$ cat config.mk
export PLATFORM = sky130hd
export DESIGN_NAME = lfsr_cipher_top
export DESIGN_NICKNAME = d
export VERILOG_FILES = /design/src/rtl/lfsr_cipher_pkg.sv /design/src/rtl/lfsr_seed_bank.sv /design/src/rtl/lfsr_core.sv /design/src/rtl/lfsr_cipher_top.sv
export SDC_FILE = /design/constraint.sdc
export NUM_CORES = 1
export LEC_CHECK = 0
export BUFFER_PORTS_ARGS = -buffer_cell sky130_fd_sc_hd__buf_2
export CORE_ASPECT_RATIO = 0.7
export CORE_UTILIZATION = 53
export DETAILED_ROUTE_END_ITERATION = 12
export GPL_ROUTABILITY_DRIVEN = 1
export PLACE_DENSITY = 0.75
export SYNTH_ARGS = -nofsm -noshare
export SYNTH_HDL_FRONTEND = slang
export SYNTH_HIERARCHICAL = 1
export SYNTH_SLANG_ARGS = --single-unit
$ cat constraint.sdc
create_clock -name clk -period 1.29 [get_ports clk]
set_input_delay 0.129 -clock clk [delete_from_list [all_inputs] [get_ports clk]]
set_output_delay 0.129 -clock clk [all_outputs]
set_load 0.02 [all_outputs]
$ cat src/rtl/lfsr_cipher_pkg.sv
package lfsr_cipher_pkg;

    // Width of one seed write.
    localparam int unsigned SEED_LANE_W = 8;

    // What the shift register does on a given edge.
    typedef enum logic [1:0] {
        ACT_HOLD = 2'd0,
        ACT_STEP = 2'd1,
        ACT_LOAD = 2'd2
    } lfsr_act_e;

endpackage

$ cat src/rtl/lfsr_seed_bank.sv
module lfsr_seed_bank
    import lfsr_cipher_pkg::*;
#(
    parameter int unsigned W     = 24,
    parameter int unsigned IDX_W = 2
) (
    input  logic                   clk,
    input  logic                   rst,
    input  logic                   we,
    input  logic [IDX_W-1:0]       idx,
    input  logic [SEED_LANE_W-1:0] wbyte,
    output logic [W-1:0]           seed
);

    localparam int unsigned NUM_LANES = (W + SEED_LANE_W - 1) / SEED_LANE_W;
    localparam int unsigned PAD_W     = NUM_LANES * SEED_LANE_W;

    typedef struct packed {
        logic [PAD_W-1:0] bank;
    } bank_st_t;

    bank_st_t bank_d, bank_q;

    always_comb begin
        bank_d = bank_q;
        if (we) begin
            for (int k = 0; k < int'(NUM_LANES); k++) begin
                if (int'(idx) == k) begin
                    bank_d.bank[k*SEED_LANE_W +: SEED_LANE_W] = wbyte;
                end
            end
        end
    end

    always_ff @(posedge clk) begin
        if (rst) begin
            bank_q <= '0;
        end else begin
            bank_q <= bank_d;
        end
    end

    assign seed = bank_q.bank[W-1:0];

    // each lane receives the written byte
    for (genvar g = 0; g < int'(NUM_LANES); g++) begin : g_lane_chk
        a_r2_byte_lands: assert property (@(posedge clk) disable iff (rst)
            (we && int'(idx) == g) |=> bank_q.bank[g*SEED_LANE_W +: SEED_LANE_W] == $past(wbyte));
    end

    // an index beyond the last lane changes nothing
    a_r3_bad_index_ignored: assert property (@(posedge clk) disable iff (rst)
        (we && int'(idx) >= int'(NUM_LANES)) |=> $stable(bank_q));

endmodule

$ cat src/rtl/lfsr_core.sv
module lfsr_core
    import lfsr_cipher_pkg::*;
#(
    parameter int unsigned    W            = 24,
    parameter logic [W-1:0]   TAPS         = 24'hE10000,
    parameter logic [W-1:0]   DEFAULT_SEED = 24'h000001
) (
    input  logic          clk,
    input  logic          rst,
    input  lfsr_act_e     act,
    input  logic [W-1:0]  load_val,
    output logic          key_bit
);

    typedef struct packed {
        logic [W-1:0] state;
    } core_st_t;

    core_st_t core_d, core_q;
    logic     fb;

    // Feedback: parity of the tapped stages.
    assign fb = ^(core_q.state & TAPS);

    always_comb begin
        core_d = core_q;
        unique case (act)
            ACT_LOAD: core_d.state = (load_val == '0) ? DEFAULT_SEED : load_val;
            ACT_STEP: core_d.state = {core_q.state[W-2:0], fb};
            default:  core_d.state = core_q.state;
        endcase
    end

    always_ff @(posedge clk) begin
        if (rst) begin
            core_q.state <= DEFAULT_SEED;
        end else begin
            core_q <= core_d;
        end
    end

    assign key_bit = core_q.state[W-1];

    // a nonzero seed lands unchanged
    a_r4_load_copies: assert property (@(posedge clk) disable iff (rst)
        (act == ACT_LOAD && load_val != '0) |=> core_q.state == $past(load_val));

    // zero seed is replaced by the default state
    a_r5_zero_seed_default: assert property (@(posedge clk) disable iff (rst)
        (act == ACT_LOAD && load_val == '0) |=> core_q.state == DEFAULT_SEED);

    // no step without an accepted input
    a_r6_hold: assert property (@(posedge clk) disable iff (rst)
        (act == ACT_HOLD) |=> $stable(core_q.state));

    // a step moves every stage up by one
    a_r7_shift: assert property (@(posedge clk) disable iff (rst)
        (act == ACT_STEP) |=> core_q.state[W-1:1] == $past(core_q.state[W-2:0]));

    // the register never reaches the stuck zero state
    a_r10_never_zero: assert property (@(posedge clk) disable iff (rst)
        core_q.state != '0);

endmodule

$ cat src/rtl/lfsr_cipher_top.sv
module lfsr_cipher_top
    import lfsr_cipher_pkg::*;
#(
    parameter int unsigned  W            = 24,
    parameter logic [W-1:0] TAPS         = 24'hE10000,
    parameter logic [W-1:0] DEFAULT_SEED = 24'h000001,
    parameter int unsigned  IDX_W        = (((W + 7) / 8) > 1) ? $clog2((W + 7) / 8) : 1
) (
    input  logic             clk,
    input  logic             rst,
    input  logic             seed_we,
    input  logic [IDX_W-1:0] seed_idx,
    input  logic [7:0]       seed_byte,
    input  logic             seed_load,
    input  logic             in_valid,
    input  logic             in_bit,
    output logic             out_valid,
    output logic             out_bit
);

    typedef struct packed {
        logic valid;
        logic data;
    } out_st_t;

    logic [W-1:0] seed_val;
    logic         key_bit;
    lfsr_act_e    act;
    out_st_t      out_d, out_q;

    lfsr_seed_bank #(
        .W     (W),
        .IDX_W (IDX_W)
    ) u_seed_bank (
        .clk   (clk),
        .rst   (rst),
        .we    (seed_we),
        .idx   (seed_idx),
        .wbyte (seed_byte),
        .seed  (seed_val)
    );

    // Load wins over a step on the same edge.
    always_comb begin
        if (seed_load) begin
            act = ACT_LOAD;
        end else if (in_valid) begin
            act = ACT_STEP;
        end else begin
            act = ACT_HOLD;
        end
    end

    lfsr_core #(
        .W            (W),
        .TAPS         (TAPS),
        .DEFAULT_SEED (DEFAULT_SEED)
    ) u_core (
        .clk      (clk),
        .rst      (rst),
        .act      (act),
        .load_val (seed_val),
        .key_bit  (key_bit)
    );

    always_comb begin
        out_d.valid = (act == ACT_STEP);
        out_d.data  = out_d.valid ? (in_bit ^ key_bit) : 1'b0;
    end

    always_ff @(posedge clk) begin
        if (rst) begin
            out_q <= '0;
        end else begin
            out_q <= out_d;
        end
    end

    assign out_valid = out_q.valid;
    assign out_bit   = out_q.data;

    // every accepted input yields an output one cycle later
    a_r8_valid_follows: assert property (@(posedge clk) disable iff (rst)
        (in_valid && !seed_load) |=> out_valid);

    // idle cycles produce no output
    a_r6_idle_no_output: assert property (@(posedge clk) disable iff (rst)
        (!in_valid && !seed_load) |=> !out_valid);

    // a load cycle drops any data bit
    a_r4_load_no_output: assert property (@(posedge clk) disable iff (rst)
        seed_load |=> !out_valid);

endmodule

==> results.yml, run 1 <==
run_status:
  status: "complete, no violations"
timing:
  fmax_mhz: 813.6
  rsz0062_at_grt: "false"
  fin_skew_ps: 4.567
  setup_viol: 0
  worst_slew_pin_slew_ps: 464.5
  fin_crit_ps: 1229
  finalCritPeriodShare_pct: 95.28
  relSlewSlack_pct: 69.00
  final-max-slew-violation-count: 0
  hold_ws_ps: 20.59
  setup_tns_ps: 0
  finalHoldViolCount: 0
  worst_slack_ps: 60.87
clock_tree:
  numCtsBuffers: 5
  root_buffer: "clkbuf_8"
  htreeDepth: 2
  cts-hold-fix-buffers: 0
  clock-sinks: 50
  clk_pin_slew_ps: 80
  postCtsSetupBuffers: 0
  clock_latency_ps: 300
  clock_path_buffers: 2
  cts_tree: "yes"
grt:
  first_global_vias: 1498
  antenna_found_initial: 0
  grt_usage_pct: 22.41
  grt_max_degree: 58
  overflow: 0
  grt_pass1_wl_um: 7396
synthesis:
  syn_inst: 238
  syn_area_um2: 2251
  yosysUniqueCellTypes: 27
  ys.warnings.count: 6
  ys_ff_latch: 50
  avgSynthCellArea_um2: 9.458
  syn_nets: 255
  ys_seq_area_share_pct: 44.47
worst_setup_path:
  cp.arrival_ps: 1480
  crit_required_ps: 1540
  r2r_cells: 4
  end_kind: "register"
  critPathLaunchType: "register"
  crit_type: "reg2reg"
  critPathMaxFanout: 3
route:
  drt_iter0_drc: 83
  firstDrtPassIters: 4
  vias: 1631
  routed_via_density: 5.194
  ant_nets: 0
  drc: 0
  wl_um: 4545
  wl_per_cell_um: 14.47
cells_and_area:
  stdcell_area_um2: 2560
  multi_input_area_um2: 1185
  final_cell_mix: "50 x dfxtp_1, 47 x mux2i_1, 47 x nor2_1"
  layout_commonest_cell: "dfxtp_1"
  nets: 280
  layoutNonFillerInstCount: 314
  fillers: 342
  drive_above_1_share_pct: 17.56
  final_core_util_pct: 64.10
  n_antenna_cell: 0
  seq_area_um2: 1001
  syn_to_final_growth_pct: 13.73
die:
  fp.dieArea_um2: 4516
  core_um2: 3994
  start_util_pct: 56.36
  fp-row-count: 19
  fp.dieW_um: 79.89
  io_pins: 18
  die_h_um: 56.53
power_and_ir_drop:
  p_total_mw: 2.874
  p_per_area_nw_per_um2: 1123
  ir_drop_mv: 0.6794
  total_leakage_power_nw: 1.082
job:
  cap_violations: 0
place:
  port_buffers: 17
  dp_slack_ps: -181.6
  dpl_cell_area_um2: 2456
  hpwl_um: 3228
  place_congestion: 0.8250
  place_inst: 308
hold_path:
  min_path_cells: 2
  min_path_type: "in2reg"
-- where the power goes --
part           internal [mW]  switching (mW)  total, mW  leakage, nW
Sequential              1.59          0.0387       1.63        0.406
Combinational          0.167           0.180      0.347        0.634
Clock                  0.414           0.485      0.900       0.0431
Total                   2.17           0.704       2.87         1.08
-- sequential cells by signal, indices dropped and copies added (netlist names) --
name / cells
out_bit: 1
u_core/core_q: 24
out_valid: 1
u_seed_bank/seed: 24
-- worst max-delay path, cell delays in order (launching register included) --
cell     delay (ps)
dfxtp_1         370
nor4_4          290
nand4_1         120
o21ai_0         230
a221o_1         170
-- Yosys cell counts --
| cell | instances | area (um2) |
|---|---|---|
| buf_4 | 2 | 15.01 |
| a221o_1 | 1 | 10.01 |
| buf_8 | 1 | 15.01 |
| nor3b_2 | 1 | 12.51 |
| inv_1 | 1 | 3.750 |
| and2_1 | 1 | 6.260 |
| buf_6 | 1 | 11.26 |
| nand3b_2 | 1 | 11.26 |
| and3b_2 | 1 | 10.01 |
| and2b_2 | 1 | 8.760 |
| nand2b_1 | 32 | 200.2 |
| nand2_1 | 1 | 3.750 |
| nor2_1 | 47 | 176.4 |
| clkbuf_1 | 7 | 26.28 |
| nand4_1 | 1 | 6.260 |
| xnor2_1 | 1 | 8.760 |
| nor3b_4 | 1 | 18.77 |
| a21oi_1 | 24 | 120.1 |
| buf_2 | 3 | 15.01 |
| nand3b_1 | 1 | 7.510 |
| xor2_1 | 3 | 26.28 |
| or3b_4 | 1 | 11.26 |
| o21ai_0 | 1 | 5.000 |
| dfxtp_1 | 50 | 1001 |
| ha_1 | 1 | 12.51 |
| nor4_1 | 6 | 37.54 |
| mux2i_1 | 47 | 470.5 |
-- logic make-up (layout without fill, tap and decap cells) --
group | count (synthesis) | count (layout) | synth area share, %
AOI/OAI and AO/OA | 26 | 26 | 6.003
xor gates and xnor gates | 4 | 4 | 1.557
adders and majority gates | 1 | 1 | 0.5558
buffers and inverters | 15 | 39 | 3.835
DFF | 50 | 50 | 44.47
muxes | 47 | 47 | 20.90
and+or+nand+nor | 95 | 95 | 22.68
-- area by class of cell --
class / count / share of cell area (%)
timing repair buffer: 32 / 8.700
sequential: 50 / 39.10
tap: 52 / 2.542
clock buffer: 6 / 3.226
multi-input combinational: 173 / 46.29
inverter: 1 / 0.1466
-- final timing paths --
kind	slack [ps]	start	end
worst max-delay path	60	u_seed_bank/seed[3]	u_core/core_q[0]
worst min-delay path	20	seed_load	out_valid
worst max register to register	60	u_seed_bank/seed[3]	u_core/core_q[0]
worst min register to register	500	u_core/core_q[3]	u_core/core_q[3]
-- timing repair --
| action | in CTS | in global routing |
|---|---|---|
| resized for setup | 1 | 2 |
| setup endpoints to repair | 1 | 1 |
| gates cloned | 0 | 0 |
-- layer usage --
metal / global-route usage [%] / vias up / wire [um] / part of all wire (%)
met4: 9.184 / 0 / 72 / 1.6
met3: 6.016 / 7 / 234 / 5.1
met5: 0 / - / 0 / 0
met1: 32.93 / 738 / 2422 / 53
met2: 30.65 / 31 / 1816 / 40
li1: - / 855 / - / -
Power figures use the tool's default switching activity.
==> run 2: changes to the inputs <==
--- a/config.mk
+++ b/config.mk
@@ -7,10 +7,11 @@
 export LEC_CHECK = 0
 export BUFFER_PORTS_ARGS = -buffer_cell sky130_fd_sc_hd__buf_2
 export CORE_ASPECT_RATIO = 0.7
-export CORE_UTILIZATION = 53
+export CORE_UTILIZATION = 55
+export CTS_BUF_LIST = sky130_fd_sc_hd__clkbuf_4
 export DETAILED_ROUTE_END_ITERATION = 12
 export GPL_ROUTABILITY_DRIVEN = 1
-export PLACE_DENSITY = 0.75
+export PLACE_DENSITY = 0.77
 export SYNTH_ARGS = -nofsm -noshare
 export SYNTH_HDL_FRONTEND = slang
 export SYNTH_HIERARCHICAL = 1
==> results.yml, run 2 (synthesized netlist as in run 1, its figures left out) <==
worst_setup_path:
  crit_start: "u_core/core_q[16]"
  crit_type: "reg2reg"
  r2r_cells: 4
  rr_startpoint: "u_core/core_q[16]"
  cp.arrival_ps: 1500
  critPathMaxFanout: 3
  critPathLaunchType: "register"
  end_kind: "register"
  crit_required_ps: 1560
timing:
  relSlewSlack_pct: 67.35
  final-max-slew-violation-count: 0
  fmax_mhz: 814.2
  fin_crit_ps: 1228
  rsz0062_at_grt: "false"
  finalHoldViolCount: 0
  setup_tns_ps: 0
  fin_skew_ps: 8.737
  setup_viol: 0
  worst_slew_pin_slew_ps: 489.2
  finalCritPeriodShare_pct: 95.21
place:
  place_congestion: 0.7756
  port_buffers: 17
  hpwl_um: 3142
  place_inst: 306
die:
  start_util_pct: 57.38
  io_pins: 18
  fp.dieArea_um2: 4356
  die_h_um: 55.53
  core_um2: 3923
  fp-row-count: 19
  fp.dieW_um: 78.46
grt:
  grt_pass1_wl_um: 7293
  grt_usage_pct: 22.18
  antenna_found_initial: 0
  grt_max_degree: 58
  first_global_vias: 1457
  overflow: 0
power_and_ir_drop:
  p_total_mw: 2.887
  ir_drop_mv: 0.9457
  total_leakage_power_nw: 1.066
  p_per_area_nw_per_um2: 1134
cells_and_area:
  n_antenna_cell: 0
  layout_commonest_cell: "dfxtp_1"
  final_core_util_pct: 64.91
  layoutNonFillerInstCount: 315
  nets: 279
  syn_to_final_growth_pct: 13.12
  final_cell_mix: "50 x dfxtp_1, 47 x mux2i_1, 47 x nor2_1"
  drive_above_1_share_pct: 17.49
route:
  wl_um: 4439
  routed_via_density: 5.210
  wl_per_cell_um: 14.09
  ant_nets: 0
  firstDrtPassIters: 4
  drt_iter0_drc: 71
  vias: 1641
  drc: 0
clock_tree:
  postCtsSetupBuffers: 0
  htreeDepth: 2
  clock-sinks: 50
  cts_tree: "yes"
  numCtsBuffers: 5
  root_buffer: "clkbuf_4"
  clock_path_buffers: 2
  clk_pin_slew_ps: 140
  clock_latency_ps: 370
hold_path:
  min_from: "in_valid"
  min_path_type: "in2reg"
  min_path_cells: 2
run_status:
  status: "complete, no violations"
job:
  cap_violations: 0
run 2: changes by cell type in the layout (fill, tap and decap cells not counted):
cell | previous run | this run
buf_4 | 13 | 11
clkbuf_8 | 6 | 0
o21ai_0 | 1 | 0
dlygate4sd3_1 | 0 | 1
nor4_4 | 1 | 0
nor4_2 | 1 | 2
bufinv_16 | 0 | 1
clkbuf_4 | 0 | 5
o21ai_1 | 0 | 1
clkinvlp_4 | 0 | 2
run 2: layer usage:
layer,up-vias,wire length [um],GRT usage [%]
li1,856,-,-
met1,743,2381,33.96
met2,32,1788,29.57
met3,10,186,5.124
met4,0,82,8.730
met5,-,0,0
run 2: cell type report:
cell class                 instances  area [um2]
timing repair buffer              31       217.7
sequential                        50        1001
tap                               52       65.06
inverter                           1       3.754
fill                             344        1376
clock buffer                       5       37.54
multi-input combinational        173        1176
clock inverter                     3       45.04
run 2: final timing paths:
path,endpoint,slack (ps)
setup / recovery,u_core/core_q[0],60
hold / removal,out_valid,30
setup reg to reg,u_core/core_q[0],60
hold reg to reg,u_core/core_q[14],510
run 2: repair_timing:
item / in CTS / in global routing
hold endpoints to repair: 1 / 0
setup endpoints to repair: 1 / 1
hold buffers: 1 / 0
gates resized for setup: 1 / 2
run 2: critical path, stage by stage (launching register included):
cell     delay (ps)
dfxtp_1         400
xor2_1          190
xnor2_1         150
a21oi_1          90
a221o_1         320
run 2: stage by stage:
step                      worst slack [ps]  hold WS [ps]  cell area [um2]
after floorplan                      17.52         201.4             2251
after global placement              -170.8         333.3             2441
after detailed placement            -201.2         338.9             2441
after CTS                            23.76         33.40             2540
after global routing                 5.803         24.39             2546
final                                61.82         34.98             2546
run 2: where the power goes:
group,total [mW],internal [mW],switching (mW)
registers,1.63,1.59,0.0385
clock network,0.916,0.407,0.509
logic,0.341,0.162,0.179
==> run 3: changes to the inputs <==
--- a/config.mk
+++ b/config.mk
@@ -14,5 +14,4 @@
 export PLACE_DENSITY = 0.77
 export SYNTH_ARGS = -nofsm -noshare
 export SYNTH_HDL_FRONTEND = slang
-export SYNTH_HIERARCHICAL = 1
 export SYNTH_SLANG_ARGS = --single-unit
==> results.yml, run 3 <==
run_status:
  status: "complete, no violations"
cells_and_area:
  nets: 259
  layoutNonFillerInstCount: 293
  multi_input_area_um2: 1011
  final_core_util_pct: 63.87
  fillers: 315
  seq_area_um2: 1001
  layout_commonest_cell: "nor2_1"
  drive_above_1_share_pct: 13.58
  final_cell_mix: "68 x nor2_1, 50 x dfxtp_1, 46 x mux2i_1"
  syn_to_final_growth_pct: 7.867
  n_antenna_cell: 0
clock_tree:
  numCtsBuffers: 5
  cts_tree: "yes"
  cts-hold-fix-buffers: 0
  clk_pin_slew_ps: 140
  htreeDepth: 2
  cts_resized: 0
  root_buffer: "clkbuf_4"
  clock-sinks: 50
  postCtsSetupBuffers: 0
  clock_path_buffers: 2
  clock_latency_ps: 360
synthesis:
  yosysMostFrequentCell: "nor2_1"
  syn_inst: 227
  ys_seq_area_share_pct: 46.62
  syn_area_um2: 2147
  ys.warnings.count: 0
  avgSynthCellArea_um2: 9.458
  synth-edff-count: 0
  synthFlopType: "dfxtp_1"
  syn_nets: 243
  synth_top_area_share_pct: 46.62
  yosysUniqueCellTypes: 23
  synthTopCellsByCount: "68 x nor2_1, 50 x dfxtp_1, 46 x mux2i_1"
  async_flop_share_pct: 0
  ys_top_cells_by_area: "dfxtp_1 47%, mux2i_1 21%, nor2_1 12%"
  ys_ff_latch: 50
  synth.largest_area_cell: "dfxtp_1"
route:
  firstDrtPassIters: 4
  routed_via_density: 5.324
  drc: 0
  wl_um: 4144
  drt_iter0_drc: 132
  vias: 1560
  wl_per_cell_um: 14.14
  ant_nets: 0
power_and_ir_drop:
  sw_frac_of_total_pct: 23.49
  p_int_mw: 2.110
  pwr-share-clk_pct: 30.9
  p_total_mw: 2.757
  total_leakage_power_nw: 1.047
  p_per_area_nw_per_um2: 1191
  pwr-share-seq_pct: 59.0
  switchingPower_mw: 0.6476
  ir_drop_mv: 0.8519
  comb_power_share_pct: 10.1
place:
  hpwl_um: 2885
  dp_slack_ps: 187.1
  port_buffers: 17
  place_congestion: 0.9300
  place_inst: 286
timing:
  rsz0062_at_grt: "false"
  setup_viol: 0
  fmax_mhz: 901.2
  setup_tns_ps: 0
  fin_crit_ps: 1110
  relSlewSlack_pct: 70.99
  worst_slew_pin_slew_ps: 435.2
  final-max-slew-violation-count: 0
  fin_skew_ps: 15.40
  finalHoldViolCount: 0
  finalCritPeriodShare_pct: 86.02
  worst_slack_ps: 180.4
worst_setup_path:
  crit_chain: "nor4_1, and4_1, a41oi_1, nand3_1"
  end_kind: "register"
  crit_type: "reg2reg"
  crit_required_ps: 1600
  critical_path.slowest_cell: "dfxtp_1"
  critPathMaxStageDelay_ps: 340
  cp.arrival_ps: 1410
  critPathLaunchType: "register"
  critPathMaxFanout: 3
die:
  fp.dieArea_um2: 4162
  core_um2: 3626
  die_h_um: 54.28
  io_pins: 18
  start_util_pct: 59.21
  fp.dieW_um: 76.68
  fp-row-count: 18
grt:
  grt_max_degree: 28
  grt_usage_pct: 22.05
  grt_pass1_wl_um: 6748
  overflow: 0
  first_global_vias: 1349
  antenna_found_initial: 0
job:
  cap_violations: 0
hold_path:
  min_path_type: "in2reg"
## run 3: metal layers
metal	vias to the layer above	wire (um)	track usage (%)
li1	800	-	-
met5	-	0	0
met1	709	2200	32.40
met3	5	255	5.500
met2	46	1653	31.70
met4	0	35	6.731
## run 3: logic make-up (layout without fill, tap and decap cells)
group	Yosys count	in the layout	share of synthesized area [%]
xor+xnor	4	4	1.632
buf+inv	16	32	6.294
compound gates	25	25	6.119
simple gates	86	86	17.89
flops	50	50	46.62
mux	46	46	21.45
## run 3: power by group through the flow
stage	Combinational [mW]	Clock [mW]	Sequential, mW
2_1_floorplan	0.212	0	1.65
5_1_grt	0.307	0.929	1.63
3_3_place_gp	0.274	0	1.66
4_1_cts	0.278	0.883	1.63
3_5_place_dp	0.278	0	1.66
6_report	0.277	0.853	1.63
## run 3: path summary, 6_finish.rpt
path,startpoint,end,slack (ps),cells past startpoint
hold / removal,seed_byte[6],u_seed_bank.seed[14],30,3
setup reg to reg,u_seed_bank.seed[1],u_core.core_q[0],180,4
setup / recovery,u_seed_bank.seed[1],u_core.core_q[0],180,4
hold reg to reg,u_seed_bank.seed[17],u_seed_bank.seed[17],530,2
## run 3: through the flow
step	cell area, um2	hold slack [ps]
global route	2316	44.88
CTS	2316	20.78
floorplan	2147	204.0
global placement	2245	401.8
finish	2316	33.51
detailed placement	2245	409.5
## run 3: cell type report
cell class,instances,area share [%]
multi-input combinational,161,43.65
sequential,50,43.22
timing repair buffer,25,7.347
tap,50,2.701
clock buffer,5,1.621
clock inverter,2,1.459
## run 3: critical path, delay by kind of cell, from the launching register on
family	cells	cell delay, ps
AO/OA/AOI/OAI	1	100
flip-flops	1	340
AND/OR/NAND/NOR	3	630
